--- src/rtl/link_align_pkg.sv ---
package link_align_pkg;
  typedef enum logic {
    CAP_RISE = 1'b0,
    CAP_FALL = 1'b1
  } cap_edge_e;
endpackage

--- src/rtl/link_align_capture.sv ---
module link_align_capture #(
  parameter int W = 16
) (
  input  logic         clk,
  input  logic         rst_n,
  input  logic         edge_fall,
  input  logic         flush,
  input  logic [W-1:0] din,
  input  logic         vin,
  output logic [W-1:0] cap_d,
  output logic         cap_v
);
  logic [W-1:0] neg_d;
  logic         neg_v;
  logic [W-1:0] sel_d, cap_d_nxt;
  logic         sel_v, cap_v_nxt;

  // latch on the falling edge; used only when that edge is selected
  always_ff @(negedge clk or negedge rst_n) begin
    if (!rst_n) begin
      neg_d <= '0;
      neg_v <= 1'b0;
    end else begin
      neg_d <= din;
      neg_v <= vin;
    end
  end

  always_comb begin
    sel_d = edge_fall ? neg_d : din;
    sel_v = edge_fall ? neg_v : vin;
    cap_v_nxt = sel_v && !flush;
    cap_d_nxt = cap_v_nxt ? sel_d : '0;
  end

  // rising-edge capture register: all later logic is in this domain
  always_ff @(posedge clk or negedge rst_n) begin
    if (!rst_n) begin
      cap_d <= '0;
      cap_v <= 1'b0;
    end else begin
      cap_d <= cap_d_nxt;
      cap_v <= cap_v_nxt;
    end
  end
endmodule

--- src/rtl/link_align_delay.sv ---
module link_align_delay #(
  parameter int W     = 16,
  parameter int DLY_W = 4,
  localparam int DEPTH = 2 ** DLY_W
) (
  input  logic             clk,
  input  logic             rst_n,
  input  logic             flush,
  input  logic [DLY_W-1:0] sel,
  input  logic [W-1:0]     in_d,
  input  logic             in_v,
  output logic [W-1:0]     out_d,
  output logic             out_v
);
  logic [W-1:0] st_d     [DEPTH-1];
  logic         st_v     [DEPTH-1];
  logic [W-1:0] st_d_nxt [DEPTH-1];
  logic         st_v_nxt [DEPTH-1];
  logic [W-1:0] tap_d    [DEPTH];
  logic         tap_v    [DEPTH];

  always_comb begin
    st_d_nxt[0] = flush ? '0 : in_d;
    st_v_nxt[0] = flush ? 1'b0 : in_v;
    for (int k = 1; k < DEPTH - 1; k++) begin
      st_d_nxt[k] = flush ? '0 : st_d[k-1];
      st_v_nxt[k] = flush ? 1'b0 : st_v[k-1];
    end
  end

  always_ff @(posedge clk or negedge rst_n) begin
    if (!rst_n) begin
      for (int k = 0; k < DEPTH - 1; k++) begin
        st_d[k] <= '0;
        st_v[k] <= 1'b0;
      end
    end else begin
      for (int k = 0; k < DEPTH - 1; k++) begin
        st_d[k] <= st_d_nxt[k];
        st_v[k] <= st_v_nxt[k];
      end
    end
  end

  // tap 0 is the capture register itself, tap k is k clocks later
  always_comb begin
    tap_d[0] = in_d;
    tap_v[0] = in_v;
    for (int k = 1; k < DEPTH; k++) begin
      tap_d[k] = st_d[k-1];
      tap_v[k] = st_v[k-1];
    end
    out_d = tap_d[sel];
    out_v = tap_v[sel];
  end
endmodule

--- src/rtl/link_align_errcnt.sv ---
module link_align_errcnt #(
  parameter int W  = 16,
  parameter int CW = 8
) (
  input  logic          clk,
  input  logic          rst_n,
  input  logic          en,
  input  logic          clr,
  input  logic [W-1:0]  ref_word,
  input  logic [W-1:0]  d,
  input  logic          v,
  output logic [CW-1:0] cnt
);
  localparam logic [CW-1:0] CNT_MAX = {CW{1'b1}};

  logic [CW-1:0] cnt_nxt;
  logic          bump;

  always_comb begin
    bump = en && v && (d != ref_word) && (cnt != CNT_MAX);
    if (clr)       cnt_nxt = '0;
    else if (bump) cnt_nxt = cnt + 1'b1;
    else           cnt_nxt = cnt;
  end

  always_ff @(posedge clk or negedge rst_n) begin
    if (!rst_n) cnt <= '0;
    else        cnt <= cnt_nxt;
  end
endmodule

--- src/rtl/link_align.sv ---
module link_align
  import link_align_pkg::*;
#(
  parameter int NLINK  = 4,
  parameter int LINK_W = 16,
  parameter int DLY_W  = 4,
  parameter int CNT_W  = 8,
  localparam int SEL_W = (NLINK > 1) ? $clog2(NLINK) : 1
) (
  input  logic                    clk,
  input  logic                    rst_n,
  input  logic [NLINK*LINK_W-1:0] in_data,
  input  logic [NLINK-1:0]        in_valid,
  input  logic                    cfg_we,
  input  logic [SEL_W-1:0]        cfg_link,
  input  logic                    cfg_edge_fall,
  input  logic [DLY_W-1:0]        cfg_delay,
  input  logic                    chk_en,
  input  logic                    chk_clr,
  input  logic [LINK_W-1:0]       chk_ref,
  output logic [NLINK*LINK_W-1:0] out_data,
  output logic [NLINK-1:0]        out_valid,
  output logic [NLINK*CNT_W-1:0]  err_cnt
);
  logic rs_a, rs_b;
  logic rst_q;

  // asynchronous assert, synchronous release
  always_ff @(posedge clk or negedge rst_n) begin
    if (!rst_n) begin
      rs_a <= 1'b0;
      rs_b <= 1'b0;
    end else begin
      rs_a <= 1'b1;
      rs_b <= rs_a;
    end
  end
  assign rst_q = rs_b;

  for (genvar i = 0; i < NLINK; i++) begin : g_link
    cap_edge_e        edge_q, edge_nxt;
    logic [DLY_W-1:0] dly_q, dly_nxt;
    logic             wr_hit;
    logic [LINK_W-1:0] cap_d, al_d;
    logic             cap_v, al_v;

    assign wr_hit = cfg_we && (cfg_link == SEL_W'(i));

    always_comb begin
      edge_nxt = cfg_edge_fall ? CAP_FALL : CAP_RISE;
      dly_nxt  = cfg_delay;
    end

    always_ff @(posedge clk or negedge rst_q) begin
      if (!rst_q) begin
        edge_q <= CAP_RISE;
        dly_q  <= '0;
      end else if (wr_hit) begin
        edge_q <= edge_nxt;
        dly_q  <= dly_nxt;
      end
    end

    link_align_capture #(.W(LINK_W)) u_cap (
      .clk       (clk),
      .rst_n     (rst_q),
      .edge_fall (edge_q == CAP_FALL),
      .flush     (wr_hit),
      .din       (in_data[i*LINK_W +: LINK_W]),
      .vin       (in_valid[i]),
      .cap_d     (cap_d),
      .cap_v     (cap_v)
    );

    link_align_delay #(.W(LINK_W), .DLY_W(DLY_W)) u_dly (
      .clk   (clk),
      .rst_n (rst_q),
      .flush (wr_hit),
      .sel   (dly_q),
      .in_d  (cap_d),
      .in_v  (cap_v),
      .out_d (al_d),
      .out_v (al_v)
    );

    link_align_errcnt #(.W(LINK_W), .CW(CNT_W)) u_err (
      .clk      (clk),
      .rst_n    (rst_q),
      .en       (chk_en),
      .clr      (chk_clr),
      .ref_word (chk_ref),
      .d        (al_d),
      .v        (al_v),
      .cnt      (err_cnt[i*CNT_W +: CNT_W])
    );

    assign out_data[i*LINK_W +: LINK_W] = al_d;
    assign out_valid[i]                 = al_v;
  end
endmodule

--- config.mk ---
export PLATFORM = sky130hd
export DESIGN_NAME = link_align
export DESIGN_NICKNAME = d
export VERILOG_FILES = /design/src/rtl/link_align_pkg.sv /design/src/rtl/link_align_capture.sv /design/src/rtl/link_align_delay.sv /design/src/rtl/link_align_errcnt.sv /design/src/rtl/link_align.sv
export SDC_FILE = /design/constraint.sdc
export NUM_CORES = 1
export LEC_CHECK = 0
export ABC_AREA = 1
export ABC_CLOCK_PERIOD_IN_PS = 48300
export BUFFER_PORTS_ARGS = -buffer_cell sky130_fd_sc_hd__buf_4
export CAP_MARGIN = 20
export CORE_MARGIN = 5
export CORE_UTILIZATION = 56
export CTS_CLUSTER_SIZE = 16
export DETAILED_ROUTE_END_ITERATION = 10
export HOLD_SLACK_MARGIN = 0.1
export PLACE_DENSITY_LB_ADDON = 0.08
export SYNTH_ARGS = -nofsm -noshare
export SYNTH_HDL_FRONTEND = slang
export SYNTH_HIERARCHICAL = 1
export SYNTH_SLANG_ARGS = --single-unit
--- constraint.sdc ---
create_clock -name clk -period 48.3 [get_ports clk]
set_clock_uncertainty 0.2 [all_clocks]
set_input_delay 0 -clock clk [delete_from_list [all_inputs] [get_ports clk]]
set_output_delay 0 -clock clk [all_outputs]
set_load 0.02 [all_outputs]
Word-level counts from Yosys, hierarchy flattened --
Cells that the tools add are included.
Operators by class: $add $sub $neg 4, $lt $le $gt $ge 4, equality and inequality tests 11, muxes and demuxes 165, bitwise logic cells 4, reductions and logical operators 29
Operator list (number):
- $mux W16 | 76
- $bmux W16 S4 | 4
- $mux W1 | 73
- $mux W8 | 8
- $ne A16 B16 Y1 | 4
- $add A8 B1 Y8 const B | 4
- $ne A8 B8 Y1 const B | 4
- $ge A5 B5 Y1 const B | 4
- $logic_and A1 B1 Y1 | 20
- $not A4 Y5 | 4
- $bmux W1 S4 | 4
- $reduce_bool A2 Y1 | 4
- $eq A2 B2 Y1 const B | 2
- $logic_not A1 Y1 | 4
- $eq A2 B1 Y1 const B | 1
- $logic_not A2 Y1 | 1
Storage, ports and cells: bits in registers 1210, input bits 96, output and inout bits 100

Logic depth before layout (Yosys ltp) --
word-level depth 9, gate-level depth with buffers 19, depth with buffers taken out 17

Modules after synthesis --
Netlist, hierarchy kept.
By module, submodules not included:
- link_align_delay | instances 4, cells an instance 1395, area each 11020.6 um^2
- link_align_capture | instances 4, cells an instance 143, area each 1301.2 um^2
- link_align_errcnt | instances 4, cells an instance 162, area each 858.3 um^2
- link_align | instances 1, cells an instance 102, area each 968.4 um^2

==> results.tsv <==
stage	metric	value	unit
sta	fin_setup_tns	0	ns
die	core	95010	um2
cells_and_area	nNetsFinal	7284	
worst_setup_path	r2r_setup_slack	21.52	ns
cts	worstSkewPairLatency	0.72	ns
worst_setup_path	cp_data_arrival_time	3.25	ns
min_path	hold_path.class	reg -> async	
yosys	synth.distinct_cells	28	
drt	route.detailed.drc	0	
global_routing	overflow	0	
worst_setup_path	cp_cell_sequence	buf_4, buf_16, buf_4, buf_4	
yosys	synth_ff_type	dfrtp_1	
yosys	synth_nets	7002	
power_and_ir_drop	ir_drop	0.03121	mV
worst_setup_path	reg2regPathDepth	4	
yosys	netlist_instances	6902	
cts	clk_pin_slew	0.06	ns
cts	clkSinkCount	1210	
worst_setup_path	crit_path_max_incr_delay	0.72	ns
power_and_ir_drop	power.internal	1.904	mW
power_and_ir_drop	p_leak	35.12	nW
global_routing	grt_pass1_vias	41100	
sta	relSlewSlack	0.2737	
worst_setup_path	r2r_end	g_link[0].u_cap/neg_d[12]	
yosys	synth_top_area_share	0.5323	
power_and_ir_drop	p_per_area	44.13	nW/um2
worst_setup_path	path_class	reg -> async	
worst_setup_path	path_buf_inv	4	
power_and_ir_drop	p_total	2.756	mW
die	dieArea	102200	um2
drt	drt_iter0_drc	3955	
sta	rsz0062_at_grt	false	
placed_design	dp_worst_setup_slack	21.10	ns
drt	vias	42580	
die	start_util	0.5651	
cells_and_area	finalNonFillerCells	8554	
die	die_height	319.6	um
worst_setup_path	cp_slowest_cell	dfrtp_4	
cts	post_cts_buffers	0	
power_and_ir_drop	seqPwrFrac	0.415	
yosys	synth_warnings	6	
cells_and_area	fin_util	0.6573	
power_and_ir_drop	p_comb_frac	0.221	
power_and_ir_drop	clockPowerShare	0.365	
global_routing	grt_max_degree	116	
die	die_x	319.6	um
drt	wire_per_inst	15.66	um
cts	htreeDepth	4	
drt	first_pass_iters	6	
yosys	yosys-top-cells-area	dfrtp_1 (53%), nand2_1 (11%), inv_1 (9.6%)	
die	core.rowCount	113	
cts	cts_buffer_depth	3	
global_routing	grt_pass1_wl	219400	um
cells_and_area	drive_gt1_frac	0.07176	
run	max_cap_violations	0	
worst_setup_path	end_kind	async pin	
yosys	yosys.area.top_type	dfrtp_1	
yosys	synth-edff-count	0	
sta	finalHoldViolCount	0	
worst_setup_path	cp_common_cell	buf_4	
run_status	status	completed	
worst_setup_path	worstPathRequired	24.77	ns
worst_setup_path	r2r-start	rs_b	
drt	drt-vias-per-instance	4.978	
global_routing	antenna_found_initial	3	
yosys	yosysSeqAreaShare	0.5640	
sta	fin_ws	21.52	ns
sta	drv_slew	0	
cts	cts_inserted_buffers	133	
drt	postRouteAntennaNets	0	
placed_design	dp_hpwl	75540	um
worst_setup_path	start_kind	flop	
cts	cts.root.buffer_cell	clkbuf_16	
die	num_io_pins	196	
yosys	async_reset_ff_frac	1.000	
yosys	syn_area	53690	um2
power_and_ir_drop	net-switching-power	851.5	uW
worst_setup_path	crit_family	buffers and inverters	
placed_design	port-buffer-count	195	
cts	cts_resized	0	
yosys	syn_avg_cell_area	7.779	um2
sta	setup_viol	0	
power_and_ir_drop	swShare	0.3090	
drt	drt-total-wl	133900	um
global_routing	grt_use_total	0.2635	
placed_design	gp_congestion	0.7969	
yosys	synth_seq_cells	1210	
placed_design	dpl.cell_count	8059	
cts	cts_tree	yes	
cells_and_area	area_delta_synth_final	16.32	%
sta	max_slew.worst_pin.slew	1.089	ns
worst_setup_path	crit_fanout	72	
[layout by cell type (no fill, tap or decap), drive strengths merged, types with 15 or more instances in the layout]
cell         count
buf            254
clkbuf         220
clkinv          20
dfrtn           68
dfrtp         1142
dlygate4sd3    253
inv           1387
nand2         1549
nand3         1004
nand4           15
nor2          1333
[synthesized netlist by cell type, types with 12 or more instances]
library cell,instances
inv_2,14
buf_2,112
nand4_1,15
buf_4,40
nand2_1,1524
nand2_2,21
buf_6,12
inv_1,1372
dfrtp_1,1142
dfrtn_1,68
nor2_1,1324
clkbuf_1,188
nand3_1,993
[worst reg2reg max path, cell delays in order, from the launching register on]
cell     delay, ns
dfrtp_4       0.72
buf_4         0.28
buf_16        0.30
buf_4         0.53
buf_4         0.69
[through the flow]
step | hold WS, ns | instance area (um2)
2_1_floorplan | -0.4956 | 53690
3_3_place_gp | -0.4020 | 55510
3_5_place_dp | -0.4012 | 55510
4_1_cts | 0.1007 | 62400
5_1_grt | 0.1431 | 62450
6_report | 0.08773 | 62450
[cells by family (layout without fill, tap and decap cells)]
family,Yosys count,after routing,synth area share
adder cells (fa/ha/maj),4,4,0.0009322
other,1,2,0.00006985
AND/OR/NAND/NOR,3913,3913,0.3031
AO/OA/AOI/OAI,16,16,0.001585
flip-flops,1210,1210,0.5640
XOR/XNOR,4,4,0.0006525
buffers and inverters,1754,2140,0.1297
[power groups by stage]
stage          Sequential [mW]  Combinational (mW)  Clock [mW]
2_1_floorplan             1.16               0.400           0
3_3_place_gp              1.16               0.571           0
3_5_place_dp              1.16               0.580           0
4_1_cts                   1.14               0.609        1.03
5_1_grt                   1.15               0.686        1.07
6_report                  1.14               0.609        1.00
[what timing repair did]
action | in CTS | in global routing
hold buffers | 253 | 0
endpoints found under the setup margin | 0 | 0
endpoints found under the hold margin | 444 | 0
[final cells by class]
type | count | area (um2)
flip-flops and latches | 1210 | 30300
fillers | 8088 | 32560
diodes | 1 | 2.502
clock buffers | 220 | 4125
well taps | 1265 | 1583
multi-input cells | 3938 | 16450
clock inverters | 19 | 234.0
inverters | 1394 | 5275
repair buffers | 507 | 4484
[flip-flops by register name, summed over array words and instances, names as in the netlist]
| name | cells |
|---|---|
| g_link.u_cap/neg_d | 64 |
| g_link.dly_q | 16 |
| g_link.u_cap/cap_v | 4 |
| g_link.u_err/cnt | 32 |
| g_link.u_cap/cap_d | 64 |
| g_link.u_cap/neg_v | 4 |
| rs_b | 1 |
| g_link.u_dly/st_d | 960 |
| g_link.u_dly/st_v | 60 |
| g_link.edge_q | 4 |
| rs_a | 1 |
[metal layers]
layer / global-route usage / share of wire
met1: 0.3883 / 0.46
met2: 0.4067 / 0.45
met5: 0 / 0.00020
met3: 0.04787 / 0.064
met4: 0.07482 / 0.023
[worst max path at each step]
stage / startpoint / endpoint / slack (ns) / cells after the start
2_1_floorplan: rs_b / g_link[0].u_cap/neg_d[0] / 4.83 / 0
3_3_place_gp: rs_b / g_link[0].u_cap/neg_d[3] / 21.11 / 3
3_5_place_dp: rs_b / g_link[0].u_cap/neg_d[11] / 21.10 / 3
4_1_cts: rs_b / g_link[0].u_cap/neg_d[12] / 21.03 / 3
5_1_grt: rs_b / g_link[0].u_cap/neg_d[12] / 21.10 / 4
6_report: rs_b / g_link[0].u_cap/neg_d[12] / 21.52 / 4
Note: power is estimated with default switching activity, not from simulation.
